$ cat src/rtl/flash_pkg.sv
package flash_pkg;

  typedef enum logic [2:0] {
    OP_NONE = 3'd0,
    OP_PROG = 3'd1,
    OP_SECT = 3'd2,
    OP_BLK  = 3'd3,
    OP_CHIP = 3'd4
  } op_kind_e;

  localparam logic [15:0] KEY_ADDR_A = 16'h5555;
  localparam logic [15:0] KEY_ADDR_B = 16'h2AAA;
  localparam logic [7:0]  KEY_BYTE_A = 8'hAA;
  localparam logic [7:0]  KEY_BYTE_B = 8'h55;
  localparam logic [7:0]  CODE_PROG  = 8'hA0;
  localparam logic [7:0]  CODE_ERPRE = 8'h80;
  localparam logic [7:0]  CODE_SECT  = 8'h30;
  localparam logic [7:0]  CODE_BLK   = 8'h50;
  localparam logic [7:0]  CODE_CHIP  = 8'h10;

  // True when byte index idx falls inside the region an erase of kind op aimed at tgt clears.
  function automatic logic erase_hit(input op_kind_e op, input logic [15:0] idx,
                                     input logic [15:0] tgt, input int sec_w, input int blk_w);
    case (op)
      OP_SECT: return (idx >> sec_w) == (tgt >> sec_w);
      OP_BLK:  return (idx >> blk_w) == (tgt >> blk_w);
      OP_CHIP: return 1'b1;
      default: return 1'b0;
    endcase
  endfunction

  // Status byte seen on reads while busy.
  function automatic logic [7:0] poll_byte(input logic inv7, input logic tog);
    return {inv7, tog, 6'b000000};
  endfunction

endpackage

$ cat src/rtl/flash_bus_capture.sv
module flash_bus_capture #(
  parameter int HALF = 8
) (
  input  logic              clk,
  input  logic              rst_n,
  input  logic              rc_n,
  input  logic              we_n,
  input  logic              oe_n,
  input  logic [HALF-1:0]   addr_in,
  output logic [2*HALF-1:0] bus_addr,
  output logic              wr_evt,
  output logic              rd_evt
);
  logic rc_q, we_q, oe_q;
  logic [HALF-1:0] row_r, col_r;

  always_ff @(posedge clk) begin
    if (!rst_n) begin
      rc_q  <= 1'b1;
      we_q  <= 1'b1;
      oe_q  <= 1'b1;
      row_r <= '0;
      col_r <= '0;
    end else begin
      rc_q <= rc_n;
      we_q <= we_n;
      oe_q <= oe_n;
      if (rc_q && !rc_n) row_r <= addr_in;
      if (!rc_q && rc_n) col_r <= addr_in;
    end
  end

  assign bus_addr = {row_r, col_r};
  assign wr_evt   = !we_q && we_n;
  assign rd_evt   = oe_q && !oe_n;
endmodule

$ cat src/rtl/flash_seq_decoder.sv
module flash_seq_decoder
  import flash_pkg::*;
(
  input  logic        clk,
  input  logic        rst_n,
  input  logic        wr_evt,
  input  logic [15:0] wr_addr,
  input  logic [7:0]  wr_data,
  output op_kind_e    start_op,
  output logic [15:0] tgt_addr,
  output logic [7:0]  tgt_data
);
  typedef enum logic [2:0] {
    ST_IDLE, ST_K1, ST_K2, ST_PDATA, ST_E3, ST_E4, ST_E5
  } seq_e;

  seq_e st;
  logic key_a, key_b, at_a;

  assign at_a  = wr_addr == KEY_ADDR_A;
  assign key_a = at_a && wr_data == KEY_BYTE_A;
  assign key_b = wr_addr == KEY_ADDR_B && wr_data == KEY_BYTE_B;

  always_ff @(posedge clk) begin
    if (!rst_n) begin
      st       <= ST_IDLE;
      start_op <= OP_NONE;
      tgt_addr <= '0;
      tgt_data <= '0;
    end else begin
      start_op <= OP_NONE;
      if (wr_evt) begin
        st <= ST_IDLE;
        case (st)
          ST_IDLE: if (key_a) st <= ST_K1;
          ST_K1:   if (key_b) st <= ST_K2;
          ST_K2: begin
            if (at_a && wr_data == CODE_PROG)       st <= ST_PDATA;
            else if (at_a && wr_data == CODE_ERPRE) st <= ST_E3;
          end
          ST_PDATA: begin
            start_op <= OP_PROG;
            tgt_addr <= wr_addr;
            tgt_data <= wr_data;
          end
          ST_E3: if (key_a) st <= ST_E4;
          ST_E4: if (key_b) st <= ST_E5;
          ST_E5: begin
            tgt_addr <= wr_addr;
            tgt_data <= wr_data;
            if (wr_data == CODE_SECT)             start_op <= OP_SECT;
            else if (wr_data == CODE_BLK)         start_op <= OP_BLK;
            else if (wr_data == CODE_CHIP && at_a) start_op <= OP_CHIP;
          end
          default: st <= ST_IDLE;
        endcase
      end
    end
  end
endmodule

$ cat src/rtl/flash_busy_timer.sv
module flash_busy_timer #(
  parameter int CNT_W = 8
) (
  input  logic             clk,
  input  logic             rst_n,
  input  logic             start,
  input  logic [CNT_W-1:0] len,
  output logic             busy
);
  logic [CNT_W-1:0] cnt;

  always_ff @(posedge clk) begin
    if (!rst_n) begin
      busy <= 1'b0;
      cnt  <= '0;
    end else if (start) begin
      busy <= 1'b1;
      cnt  <= len - 1'b1;
    end else if (busy) begin
      if (cnt == '0) busy <= 1'b0;
      else           cnt  <= cnt - 1'b1;
    end
  end
endmodule

$ cat src/rtl/flash_array.sv
module flash_array
  import flash_pkg::*;
#(
  parameter int ARR_W = 8,
  parameter int SEC_W = 4,
  parameter int BLK_W = 6
) (
  input  logic             clk,
  input  logic             rst_n,
  input  op_kind_e         op,
  input  logic [15:0]      tgt_addr,
  input  logic [7:0]       tgt_data,
  input  logic [ARR_W-1:0] rd_idx,
  output logic [7:0]       rd_data
);
  localparam int DEPTH = 1 << ARR_W;

  logic [7:0] mem [DEPTH];

  always_ff @(posedge clk) begin
    for (int i = 0; i < DEPTH; i++) begin
      if (!rst_n) begin
        mem[i] <= 8'hFF;
      end else if (op == OP_PROG) begin
        if (ARR_W'(tgt_addr) == ARR_W'(i)) mem[i] <= mem[i] & tgt_data;
      end else if (erase_hit(op, 16'(i), 16'(ARR_W'(tgt_addr)), SEC_W, BLK_W)) begin
        mem[i] <= 8'hFF;
      end
    end
  end

  assign rd_data = mem[rd_idx];
endmodule

$ cat src/rtl/flash_cmd_front.sv
module flash_cmd_front
  import flash_pkg::*;
#(
  parameter int BUS_AW       = 16,
  parameter int ARR_W        = 8,
  parameter int SEC_W        = 4,
  parameter int BLK_W        = 6,
  parameter int PROG_CYCLES  = 20,
  parameter int ERASE_CYCLES = 200
) (
  input  logic                clk,
  input  logic                rst_n,
  input  logic                rc_n,
  input  logic                we_n,
  input  logic                oe_n,
  input  logic [BUS_AW/2-1:0] addr_in,
  input  logic [7:0]          data_in,
  output logic [7:0]          data_out
);
  localparam int HALF  = BUS_AW / 2;
  localparam int LONG  = (PROG_CYCLES > ERASE_CYCLES) ? PROG_CYCLES : ERASE_CYCLES;
  localparam int CNT_W = $clog2(LONG + 1);

  logic [BUS_AW-1:0] bus_addr;
  logic              wr_evt, rd_evt, busy;
  logic              wr_ok;
  op_kind_e          start_op;
  logic [15:0]       tgt_addr;
  logic [7:0]        tgt_data;
  logic [7:0]        arr_byte;
  logic [CNT_W-1:0]  op_len;
  logic              inv7_r, tog_r;

  flash_bus_capture #(.HALF(HALF)) u_cap (
    .clk(clk), .rst_n(rst_n), .rc_n(rc_n), .we_n(we_n), .oe_n(oe_n),
    .addr_in(addr_in), .bus_addr(bus_addr), .wr_evt(wr_evt), .rd_evt(rd_evt)
  );

  // writes reach the decoder only when idle
  assign wr_ok = wr_evt && !busy;

  flash_seq_decoder u_dec (
    .clk(clk), .rst_n(rst_n), .wr_evt(wr_ok), .wr_addr(16'(bus_addr)),
    .wr_data(data_in), .start_op(start_op), .tgt_addr(tgt_addr), .tgt_data(tgt_data)
  );

  assign op_len = (start_op == OP_PROG) ? CNT_W'(PROG_CYCLES) : CNT_W'(ERASE_CYCLES);

  flash_busy_timer #(.CNT_W(CNT_W)) u_tmr (
    .clk(clk), .rst_n(rst_n), .start(start_op != OP_NONE), .len(op_len), .busy(busy)
  );

  flash_array #(.ARR_W(ARR_W), .SEC_W(SEC_W), .BLK_W(BLK_W)) u_arr (
    .clk(clk), .rst_n(rst_n), .op(start_op), .tgt_addr(tgt_addr), .tgt_data(tgt_data),
    .rd_idx(bus_addr[ARR_W-1:0]), .rd_data(arr_byte)
  );

  always_ff @(posedge clk) begin
    if (!rst_n) begin
      inv7_r <= 1'b0;
      tog_r  <= 1'b0;
    end else if (start_op != OP_NONE) begin
      inv7_r <= (start_op == OP_PROG) ? ~tgt_data[7] : 1'b0;
      tog_r  <= 1'b0;
    end else if (busy && rd_evt) begin
      tog_r <= ~tog_r;
    end
  end

  always_comb begin
    if (oe_n)      data_out = 8'h00;
    else if (busy) data_out = poll_byte(inv7_r, tog_r);
    else           data_out = arr_byte;
  end
endmodule

$ cat config.mk
export PLATFORM = sky130hd
export DESIGN_NAME = flash_cmd_front
export DESIGN_NICKNAME = d
export VERILOG_FILES = /design/src/rtl/flash_pkg.sv /design/src/rtl/flash_bus_capture.sv /design/src/rtl/flash_seq_decoder.sv /design/src/rtl/flash_busy_timer.sv /design/src/rtl/flash_array.sv /design/src/rtl/flash_cmd_front.sv
export SDC_FILE = /design/constraint.sdc
export NUM_CORES = 2
export LEC_CHECK = 0
export BUFFER_PORTS_ARGS = -buffer_cell sky130_fd_sc_hd__buf_2
export CAP_MARGIN = 40
export CORE_UTILIZATION = 40
export CTS_CLUSTER_DIAMETER = 50
export CTS_CLUSTER_SIZE = 24
export DETAILED_ROUTE_END_ITERATION = 10
export GPL_TIMING_DRIVEN = 0
export MAX_ROUTING_LAYER = met4
export PLACE_DENSITY = 0.55
export SLEW_MARGIN = 20
export SYNTH_ARGS = -nofsm -noshare
export SYNTH_HDL_FRONTEND = slang
export SYNTH_HIERARCHICAL = 1
export SYNTH_SLANG_ARGS = --single-unit
export TNS_END_PERCENT = 1
$ cat constraint.sdc
create_clock -name clk -period 2.88 [get_ports clk]
set_input_delay 0.576 -clock clk [delete_from_list [all_inputs] [get_ports clk]]
set_output_delay 0.576 -clock clk [all_outputs]
set_load 0.01 [all_outputs]
==> impl_results.rst <==
.. list-table::
   :header-rows: 1

   * - Metric
     - Value
   * - Overall global routing resource usage
     - 0.368
   * - Routed via count divided by cell count
     - 6.21
   * - Post-synthesis cell count
     - 8,792
   * - Clk_skew
     - around 0.05 ns
   * - Peak per-stage delay on the critical path
     - about 0.57 ns
   * - Synth Cell Area
     - between 100,000 and 150,000 um^2
   * - Final hold viol count
     - 0
   * - Area enclosed by the die boundary
     - between 200,000 and 300,000 um^2
   * - Area growth, synth to finish
     - 22.6%
   * - Kind of end point of the critical path
     - output pin
   * - Via total after detailed routing
     - approximately 82,000
   * - Initial Utilization
     - 0.403
   * - Dominant cell type by count on the critical path
     - buf_16
   * - Routed met3 length
     - a little over 70,000 um
   * - Routability cong.
     - 1.05
   * - Reported leakage power
     - ~29 nW
   * - Unrepaired setup endpoints after global routing
     - yes
   * - Endpoints failing setup
     - roughly 2,500
   * - Yosys warning total
     - 6
   * - Total Power
     - between 70 and 80 mW
   * - Fraction of final layout cells with drive strength greater than 1
     - 0.202
   * - Cell with the largest stage delay on the worst path
     - nor4_4
   * - Post-detailed-placement half-perimeter wirelength
     - 331,000 um
   * - Clock tree from TritonCTS
     - built
   * - Slew headroom
     - 0.307
   * - Final Slew Violations
     - 0
   * - Power Internal
     - ~55 mW
   * - Peak ir drop on the vdd network
     - 0.000700 V
   * - Standard-cell rows
     - between 150 and 200
   * - Period Utilization, post-route
     - 1.72
   * - Min setup slack post-route
     - -2.06 ns
   * - M1 WL
     - around 160,000 um
   * - Register clock-pin slew on the reported worst setup and hold paths
     - approximately 0.06 ns
   * - R2R Path End
     - u_arr/mem[17][6]$_SDFFCE_PP1P_
   * - Endpoint with the worst hold slack
     - u_cap/rc_q$_SDFF_PN1_
   * - Worst hold slack after final layout
     - ~0.086 ns
   * - Post-synthesis area per instance
     - 11.4 um^2
   * - Clock share of power
     - 0.482
   * - Global route total overflow
     - 0
   * - Sum of routed wire length over all layers
     - about 460,000 um
   * - Fin nets
     - a little under 10,000
   * - Start point of the worst min-delay path
     - rst_n
   * - Total power per unit cell area
     - a little under 600 nW/um^2
   * - Violated checks
     - setup timing
   * - Area of the placeable core
     - approximately 250,000 um^2
   * - Port bufs
     - 28
   * - Total of max-cap violations
     - 0
   * - Proportion of total power due to net switching
     - 0.234
   * - Worst setup path category
     - reg -> out
   * - Run status
     - finished with violations
   * - Total clock sinks
     - 2,100
   * - Switching pwr
     - 16.7 mW
   * - Wire length of the first global-routing pass
     - 617,000 um
   * - Fin crit period
     - between 4 and 5 ns
   * - H-tree levels
     - 5
   * - Clk_lat worst skew
     - around 0.97 ns
   * - Drt first-iter violations
     - between 10,000 and 15,000
   * - Aggregate negative setup slack
     - -352.92 ns
   * - # DRC
     - 0
   * - Per-cell routed wire length
     - between 30 and 40 um
   * - Horizontal extent of the die
     - a little over 500 um
   * - Relative contribution of combinational cells to total power
     - 0.051
   * - Hold/Removal Path Class
     - in -> reg
   * - Clock buffers created by TritonCTS
     - 277
   * - Slew @ Worst Pin
     - between 1 and 1.5 ns
   * - Overall die height
     - a little over 500 um
   * - Maximum number of pins on one net before global-route repair
     - 17
   * - Residual antenna-violating net count after detailed routing
     - 0
   * - Number of cells on the worst reg-to-reg path
     - 6
   * - Reg-to-reg critical path startpoint
     - u_dec/tgt_addr[4]$_SDFFE_PN0P_
   * - Portion of total power attributed to sequential cells
     - 0.467
   * - Hold Path Cell Cnt
     - 3
   * - Maximum buffer depth of the clock tree
     - 4
   * - Top layer in use
     - met4
   * - Via count of the first global-routing pass
     - between 70,000 and 80,000
   * - Boundary pin count
     - 29
   * - Fmax
     - about 200 MHz
   * - Clock root buffer master
     - clkbuf_16
   * - Data required, critical path
     - between 2 and 2.5 ns
   * - Startpoint Class
     - flip-flop
   * - First-pass iteration count of the detailed router
     - 6
   * - Crit path max fanout
     - 8
   * - Crit path arrival time
     - around 4.4 ns
   * - Met2 Wirelength
     - between 150,000 and 200,000 um
   * - Antenna violations before repair
     - 33
   * - Cells along the critical path
     - buf_12 > buf_16 > buf_12 > buf_16 > buf_16 > buf_4 > mux4_2 > a22oi_2 > a21oi_2 > nor4_4 > nor3_4 > and2_1 > buf_2
   * - Setup slack of the most critical reg-to-reg path
     - -0.42 ns
routing by layer:
metal | vias up | global-route usage
met5 | - | -
met4 | 0 | 0.250
met3 | 1403 | 0.134
met2 | 6698 | 0.505
met1 | 40800 | 0.451
li1 | 32900 | -
timing repair:
action,in CTS,in global routing
setup buffers,110,49
endpoints found under the setup margin,3861,3334
resized for setup,640,276
pin swaps,47,44
endpoints found under the hold margin,36,0
hold buffers,22,0
cloned,1,1
power by group through the flow:
stage,clock network (mW),registers (mW),logic (mW)
after floorplan,0,34.1,1.27
after global placement,0,34.1,2.58
after detailed placement,0,34.1,2.83
after CTS,34.7,33.4,3.31
after global routing,35.9,33.4,3.61
final,34.5,33.4,3.63
critical path: cells and delay by family, from the launching register on:
family                 cells  cell delay, ns
and+or+nand+nor            3            0.89
AOI/OAI and AO/OA          2            0.41
muxes                      1            0.51
buffers and inverters      7            1.15
DFF                        1            0.45
sequential cells by signal, indices dropped and copies added, names as in the netlist:
| signal | cells |
|---|---|
| u_tmr/cnt | 8 |
| tog_r | 1 |
| u_arr/mem | 2048 |
| inv7_r | 1 |
| u_cap/oe_q | 1 |
| u_dec/start_op | 3 |
| u_dec/st | 3 |
| u_dec/tgt_addr | 8 |
| u_tmr/busy | 1 |
| u_cap/rc_q | 1 |
| u_cap/we_q | 1 |
| u_dec/tgt_data | 8 |
| u_cap/row_r | 8 |
| u_cap/col_r | 8 |
cells in the final DEF, fill, tap and decap left out, types with 23 or more instances in the layout:
cell,count
buf_4,308
o21ai_2,45
clkbuf_1,298
dfxtp_1,41
mux2i_1,172
a22oi_1,94
inv_6,32
a21oi_2,26
nor2_1,224
mux4_2,411
o22ai_1,29
buf_12,100
diode_2,43
buf_8,30
nor2_2,74
clkbuf_2,73
o221ai_1,30
clkinvlp_4,26
a22oi_2,43
a21oi_1,69
o21ai_1,216
nand2_1,4260
buf_16,88
buf_2,70
clkinv_1,29
o21ai_0,23
clkbuf_16,289
buf_6,62
edfxtp_1,2048
clkbuf_4,31
how the worst max path moves through the flow:
stage,depth (start not counted),from,to
after floorplan,10,u_cap/col_r[0]$_SDFFE_PN0P_,data_out[6]
after global placement,11,u_cap/col_r[2]$_SDFFE_PN0P_,data_out[1]
after detailed placement,11,u_cap/col_r[3]$_SDFFE_PN0P_,data_out[5]
after CTS,13,u_cap/col_r[0]$_SDFFE_PN0P_,data_out[5]
after global routing,14,u_cap/col_r[4]$_SDFFE_PN0P_,data_out[7]
final,13,u_cap/col_r[0]$_SDFFE_PN0P_,data_out[5]
per-stage QoR:
step,instance area [um^2],utilization,instances,worst slack [ns]
2_1_floorplan,100000,-,8799,0.0213
3_3_place_gp,105000,0.420,12200,-4.30
3_5_place_dp,108000,0.433,12400,-2.81
4_1_cts,121000,0.486,13000,-2.03
5_1_grt,123000,0.494,13200,-2.01
6_report,123000,0.494,13200,-2.06
area by class of cell:
type                       count  area, um^2
antenna                       43         108
buffer                       538        4470
clock buffer                 321        7330
clock inverter               160        1630
fill                       22200      126000
inverter                      11        41.3
multi-input combinational   6148       36900
sequential                  2100       62600
tap                         3330        4170
timing repair buffer         523        5710
No activity file was read; power rests on OpenSTA's default activity.
